$ cat config.mk
export PLATFORM = sky130hd
export DESIGN_NAME = serial_word_rate_gen
export DESIGN_NICKNAME = d
export VERILOG_FILES = /design/src/rtl/wrg_pkg.sv /design/src/rtl/wrg_ctrl.sv /design/src/rtl/wrg_datapath.sv /design/src/rtl/serial_word_rate_gen.sv
export SDC_FILE = /design/constraint.sdc
export NUM_CORES = 1
export LEC_CHECK = 0
export BUFFER_PORTS_ARGS = -buffer_cell sky130_fd_sc_hd__clkbuf_2
export CAP_MARGIN = 20
export CORE_MARGIN = 8
export CORE_UTILIZATION = 55
export DETAILED_ROUTE_END_ITERATION = 8
export GPL_TIMING_DRIVEN = 0
export HOLD_SLACK_MARGIN = 0.02
export PLACE_DENSITY = 0.74
export SYNTH_ARGS = -nofsm -noshare
export SYNTH_HDL_FRONTEND = slang
export SYNTH_SLANG_ARGS = --single-unit
$ cat constraint.sdc
create_clock -name clk -period 2.17 [get_ports clk]
set_clock_uncertainty 0.15 [all_clocks]
set_input_delay 0.5425 -clock clk [delete_from_list [all_inputs] [get_ports clk]]
set_output_delay 0.5425 -clock clk [all_outputs]
set_load 0.02 [all_outputs]
$ cat src/rtl/wrg_pkg.sv
package wrg_pkg;
  localparam int MODE_W     = 5;
  localparam int MODE_INT   = 0;
  localparam int MODE_WSEN  = 1;
  localparam int MODE_RISE  = 2;
  localparam int MODE_FALL  = 3;
  localparam int MODE_EVERY = 4;

  // control-to-datapath strobes
  typedef struct packed {
    logic intMode;
    logic wsEn;
    logic selRise;
    logic selFall;
    logic selEvery;
    logic bitPhase;
    logic wordTick;
    logic restart;
  } wrStrb_t;
endpackage

$ cat src/rtl/wrg_ctrl.sv
module wrg_ctrl
  import wrg_pkg::*;
#(
  parameter int DIV_W   = 8,
  parameter int DIV_RST = 8,
  parameter int HALVES  = 64
) (
  input  logic                clk,
  input  logic                rstN,
  input  logic                divWrEn,
  input  logic [DIV_W-1:0]    divWrData,
  input  logic                modeWrEn,
  input  logic [MODE_W-1:0]   modeWrData,
  output wrStrb_t             strb
);
  localparam int HALF_W = $clog2(HALVES);
  localparam logic [HALF_W-1:0] HALF_LAST = HALF_W'(HALVES - 1);

  logic [DIV_W-1:0]  divReg;
  logic [MODE_W-1:0] modeReg;
  logic [DIV_W-1:0]  preCnt;
  logic [HALF_W-1:0] halfCnt;
  logic              preWrap;

  assign preWrap = (preCnt == divReg);

  always_ff @(posedge clk or negedge rstN) begin
    if (!rstN) begin
      divReg  <= DIV_W'(DIV_RST);
      modeReg <= '0;
      preCnt  <= '0;
      halfCnt <= '0;
    end else begin
      if (!modeReg[MODE_INT] || divWrEn) begin
        preCnt  <= '0;
        halfCnt <= '0;
      end else if (preWrap) begin
        preCnt  <= '0;
        halfCnt <= (halfCnt == HALF_LAST) ? '0 : halfCnt + 1'b1;
      end else begin
        preCnt <= preCnt + 1'b1;
      end
      if (divWrEn)  divReg  <= divWrData;
      if (modeWrEn) modeReg <= modeWrData;
    end
  end

  always_comb begin
    strb.intMode  = modeReg[MODE_INT];
    strb.wsEn     = modeReg[MODE_WSEN];
    strb.selRise  = modeReg[MODE_RISE];
    strb.selFall  = modeReg[MODE_FALL];
    strb.selEvery = modeReg[MODE_EVERY];
    strb.bitPhase = halfCnt[0];
    strb.restart  = modeReg[MODE_INT] && divWrEn;
    strb.wordTick = modeReg[MODE_INT] && !divWrEn && preWrap && (halfCnt == HALF_LAST);
  end

  // word ticks never come on back-to-back cycles
  p_tick_gap_r3: assert property (@(posedge clk) disable iff (!rstN)
    strb.wordTick |=> !strb.wordTick);

  // bit clock phase only advances at a prescaler wrap
  p_phase_steady_r4: assert property (@(posedge clk) disable iff (!rstN)
    (modeReg[MODE_INT] && !preWrap && !divWrEn) |=> $stable(halfCnt));
endmodule

$ cat src/rtl/wrg_datapath.sv
module wrg_datapath
  import wrg_pkg::*;
#(
  parameter int SYNC_LEN = 2
) (
  input  logic    clk,
  input  logic    rstN,
  input  wrStrb_t strb,
  input  logic    extStrobe,
  output logic    bitClkOut,
  output logic    wordStrobeOut,
  output logic    irqOut,
  output logic [1:0] wsStatus
);
  logic [SYNC_LEN:0] syncQ;
  logic              wsReg;
  logic              extNow;
  logic              extPrev;
  logic              slaveHit;
  logic              level;

  assign extNow  = syncQ[SYNC_LEN-1];
  assign extPrev = syncQ[SYNC_LEN];

  always_comb begin
    slaveHit = (extNow && !extPrev && (strb.selRise || strb.selEvery)) ||
               (!extNow && extPrev && (strb.selFall || strb.selEvery));
  end

  always_ff @(posedge clk or negedge rstN) begin
    if (!rstN) begin
      syncQ  <= '0;
      wsReg  <= 1'b0;
      irqOut <= 1'b0;
    end else begin
      syncQ  <= {syncQ[SYNC_LEN-1:0], extStrobe};
      wsReg  <= wsReg ^ strb.wordTick;
      irqOut <= strb.intMode ? strb.wordTick : slaveHit;
    end
  end

  assign level         = strb.intMode ? wsReg : extNow;
  assign bitClkOut     = strb.intMode && strb.bitPhase;
  assign wordStrobeOut = strb.intMode && strb.wsEn && wsReg;
  assign wsStatus      = {~level, level};

  // a restart in master mode never produces a pulse
  p_restart_quiet_r2: assert property (@(posedge clk) disable iff (!rstN)
    strb.restart |=> !irqOut);

  // master-mode pulses last one cycle
  p_irq_single_r3: assert property (@(posedge clk) disable iff (!rstN)
    (irqOut && strb.intMode) |=> !irqOut);

  // the strobe level only moves on a word tick
  p_ws_hold_r5: assert property (@(posedge clk) disable iff (!rstN)
    !strb.wordTick |=> $stable(wsReg));

  // no synchronised edge, no slave interrupt
  p_slave_quiet_r10: assert property (@(posedge clk) disable iff (!rstN)
    (!strb.intMode && (extNow == extPrev)) |=> !irqOut);
endmodule

$ cat src/rtl/serial_word_rate_gen.sv
module serial_word_rate_gen
  import wrg_pkg::*;
#(
  parameter int DIV_W    = 8,
  parameter int DIV_RST  = 8,
  parameter int HALVES   = 64,
  parameter int SYNC_LEN = 2
) (
  input  logic              clk,
  input  logic              rstN,
  input  logic              divWrEn,
  input  logic [DIV_W-1:0]  divWrData,
  input  logic              modeWrEn,
  input  logic [4:0]        modeWrData,
  input  logic              extStrobe,
  output logic              bitClkOut,
  output logic              wordStrobeOut,
  output logic              irqOut,
  output logic [1:0]        wsStatus
);
  wrStrb_t strb;

  wrg_ctrl #(.DIV_W(DIV_W), .DIV_RST(DIV_RST), .HALVES(HALVES)) u_ctrl (
    .clk        (clk),
    .rstN       (rstN),
    .divWrEn    (divWrEn),
    .divWrData  (divWrData),
    .modeWrEn   (modeWrEn),
    .modeWrData (modeWrData),
    .strb       (strb)
  );

  wrg_datapath #(.SYNC_LEN(SYNC_LEN)) u_dp (
    .clk           (clk),
    .rstN          (rstN),
    .strb          (strb),
    .extStrobe     (extStrobe),
    .bitClkOut     (bitClkOut),
    .wordStrobeOut (wordStrobeOut),
    .irqOut        (irqOut),
    .wsStatus      (wsStatus)
  );
endmodule

* Word-level counts from Yosys, hierarchy flattened
Cells that the tools add are included.
W data, S select, Z words.
** Cells by class
- Add/subtract/negate cells :: 2
- Eq/ne operators :: 2
- Muxes and demuxes :: 7
- Bitwise gates (word level) :: 2
- Reduce and logical (&&, ||, !) cells :: 19
** Operator list (number)
- $mux W6 :: 3
- $mux W8 :: 2
- $logic_and A1 B1 Y1 :: 10
- $add A8 B1 Y8 const B :: 1
- $eq A8 B8 Y1 :: 1
- $add A6 B1 Y6 const B :: 1
- $eq A6 B6 Y1 const B :: 1
- $logic_not A1 Y1 :: 4
- $logic_or A1 B1 Y1 :: 4
- $mux W1 :: 2
- $reduce_bool A2 Y1 :: 1
- $not A1 Y1 :: 1
- $xor A1 B1 Y1 :: 1
** Word-level totals
- Input bits :: 18
- Output and inout bits :: 5
- Word-level logic and storage cells :: 39
- Register bits :: 32

* Depth between registers and ports, before layout
- Depth in word-level cells :: 5
- Gate-level depth with buffers :: 5
- Mapped depth without buffers :: 5

* By module
A second synthesis with hierarchy kept.
** Second synthesis, totals
- Cell total of the unflattened synthesis :: 124
- Area total of the unflattened synthesis :: 1546.5 um^2
** Modules (own cells, without submodules)
- wrg_ctrl :: instances 1, sequential area each 676.9 um^2, area an instance 1345.0 um^2, cells an instance 108
- wrg_datapath :: instances 1, sequential area each 125.1 um^2, area an instance 201.4 um^2, cells an instance 16

* Least setup slack after synthesis
Ideal clock, no wire load.
- Path kind :: register -> output
- From :: register u_ctrl.modeReg[0]
- To :: output wsStatus[0]
- Data arrival time :: 1.090 ns
- Stages on the path, launching flop included :: 4
- Path buffers :: 1
- Data required time :: 1.477 ns
- Setup slack :: 0.388 ns
- Cells stage by stage :: dfrtp_1 > mux2i_1 > inv_1 > buf_4
** Between the ends
- Longest elaborated chain between the ends :: 1
** Ends and longest elaborated chain
- start, declared :: RTL line wrg_ctrl.sv:20 : logic [MODE_W-1:0] modeReg;
- start signal, assigned :: RTL line wrg_ctrl.sv:44 : if (modeWrEn) modeReg <= modeWrData;
- $mux W1 :: RTL line wrg_datapath.sv:42 : assign level = strb.intMode ? wsReg : extNow;
- end, declared :: RTL line serial_word_rate_gen.sv:19 : output logic [1:0] wsStatus
Every way passes these cells.

* Final worst setup path
Ends and elaborated chain as after synthesis.

==> run summary <==
hold_buf cts - 0
status - complete, no violations
RSZ-0062 raised after global routing - no
Hold WS - 0.116 ns
Die Area - 0.00470 sq mm
Clock power frac - 0.309
Fin Setup TNS - 0 ns
Synth area leader - dfrtp_1
Placeable Area - 0.00269 sq mm
Synth Register Bits - 32
vias in the first global route - 1086
clock buffer count from CTS - 5
Layout area overhead - 13.4%
syn_nets - 144
Buf+Inv Stages, Crit Path - 3
initial antenna violation count - 0
Worst Path Required - 1.48 ns
Leak Pwr - 0.784 nW
Pint - 0.851 mW
CP Data Arrival Time - 1.32 ns
fin crit period - 2.02 ns
Critical-path top delay cell - dfrtp_1
sequential share of the synthesized area - 0.528
final setup margin - 0.153 ns
Mapped Cells - 124
Post-Route WL - 2.82 mm
CTS tree - yes
Max-Slew Margin vs Limit - 0.487
DIE HEIGHT - 68.5 um
crit path launch type - flip-flop
I/O Pins - 23
H-tree levels - 2
max-cap violation count - 0
Initial Util - 0.565
GRT Overall Usage - 0.139
DRC - 0
crit-path max FO - 5
Reg power frac - 0.577
Setup Buffers After CTS - 0
top cells by area, synth - dfrtp_1, mux2_2, xnor2_1
Peak Freq - 496 MHz
Slew @ Worst Pin - 0.770 ns
Initial DRC Count - 71
Synth Flop Type - dfrtp_1
Bufs on Longest Clock Path - 2
pre-CTS setup slack - 0.165 ns
Synth Warn # - 0
dpl hpwl - 2.12 mm
CP endpoint kind - output port
most instantiated library cell after synthesis - dfrtp_1
# resized after CTS - 0
vias per cell - 5.60
row cnt - 19
die width - 68.5 um
synthesized area - 0.00152 sq mm
Comb power frac - 0.113
Sequential Area - 802 sq um
Clk Latency, worst-skew pair - 0.34 ns
pwr dens - 657 mW/mm^2
Crit Path Category - flip-flop to output port
Routed WL per cell - 15.3 um
# port buffers - 21
crit path cell chain - mux2i_1 -> inv_1 -> buf_4 -> clkbuf_2
Final Util - 0.640
Max Transition Viols Final - 0
clock root cell - clkbuf_4
Tot Pwr - 1.13 mW
worst stage delay on the critical path - 0.43 ns
final hold violation count - 0
share of layout cells above drive strength 1 - 0.333
EDFF count, synth - 0
CP top delay family - flip-flops
fillers - 214
Setup-failing EPs final - 0
Worst-path clk slew - 0.10 ns
Post-synth top cells - dfrtp_1, mux2_2, nor3_1, xnor2_1
first-pass GRT wire length - 4.76 mm
Net Sw Frac - 0.248
share of the synthesized area in the top cell type - 0.511
final net count - 172
Antenna Cells - 0
sw power - 0.280 mW
Post-Syn Area per Cell - 12.2 sq um
Async SR Flop Fraction - 1.00
Peak VDD IR - 0.459 mV
clock sink count - 32
library cells used by synthesis - 36
period utilization - 0.930
largest net degree at the start of global routing - 33
Routed Antenna Nets - 0
TritonRoute pass-1 iters - 4
Hold Path Class - input pin to async pin
DR vias - 1031
Multi-input gate area - 672 sq um
grt ovf - 0
Routability Congestion - 0.807
==> area by class of cell <==
type / instances / area share
Timing Repair Buffer: 21 / 0.0611
Sequential cell: 32 / 0.466
Inverter: 5 / 0.0109
Buffer: 5 / 0.0145
Multi-Input combinational cell: 82 / 0.391
Tap cell: 31 / 0.0225
Clock buffer: 8 / 0.0342
==> logic make-up after synthesis <==
group | synth area share
DFF | 0.528
adders and majority gates | 0.0165
muxes | 0.0956
buffers and inverters | 0.0289
AOI/OAI and AO/OA | 0.0808
and+or+nand+nor | 0.143
xor gates and xnor gates | 0.106
==> per-layer routing <==
| metal | track usage | vias to the layer above | wire length [um] |
|---|---|---|---|
| li1 | - | 499 | - |
| met1 | 0.149 | 506 | 1180 |
| met2 | 0.228 | 19 | 1450 |
| met3 | 0.0420 | 7 | 110 |
| met4 | 0.105 | 0 | 82 |
| met5 | 0 | - | 0 |
==> state kept, by name (all words and copies together), names as in the netlist <==
signal / flops
u_ctrl.divReg: 8
u_ctrl.halfCnt: 6
u_ctrl.modeReg: 5
u_ctrl.preCnt: 8
u_dp.irqOut: 1
u_dp.syncQ: 3
u_dp.wsReg: 1
==> worst paths after layout <==
kind	from	to	slack (ns)	depth (start not counted)
setup / recovery	u_ctrl.modeReg[0]	wsStatus[0]	0.15	4
hold / removal	rstN	u_ctrl.preCnt[7]	0.12	1
setup reg to reg	u_ctrl.halfCnt[0]	u_ctrl.halfCnt[0]	0.32	5
hold reg to reg	u_dp.syncQ[0]	u_dp.syncQ[1]	0.21	0
max in group asynchronous	rstN	u_dp.syncQ[0]	1.25	1
min in group clk	extStrobe	u_dp.syncQ[0]	0.18	1
==> cells in the final DEF, fill, tap and decap left out, types with 3 or more instances in the layout <==
master,count
and3_1,5
dfrtp_1,31
xnor2_2,4
mux2_2,12
inv_1,5
nor3_1,8
xnor2_1,8
nor2_1,3
clkbuf_1,4
xor2_1,3
o21ai_0,5
a21oi_1,3
nand2_1,3
clkbuf_2,21
nand3_1,3
clkbuf_4,5
==> stage by stage <==
step	instances	cell area, sq um
after floorplan	124	1520
after global placement	176	1660
after detailed placement	176	1660
after CTS	184	1720
after global routing	184	1720
final	184	1720
==> power groups by stage <==
stage | sequential [mW] | clock [mW] | combinational, mW
5_1_grt | 0.657 | 0.393 | 0.142
2_1_floorplan | 0.661 | 0 | 0.0847
3_5_place_dp | 0.665 | 0 | 0.130
6_report | 0.653 | 0.350 | 0.128
3_3_place_gp | 0.663 | 0 | 0.125
4_1_cts | 0.653 | 0.366 | 0.130
No activity file was read; power rests on OpenSTA's default activity.
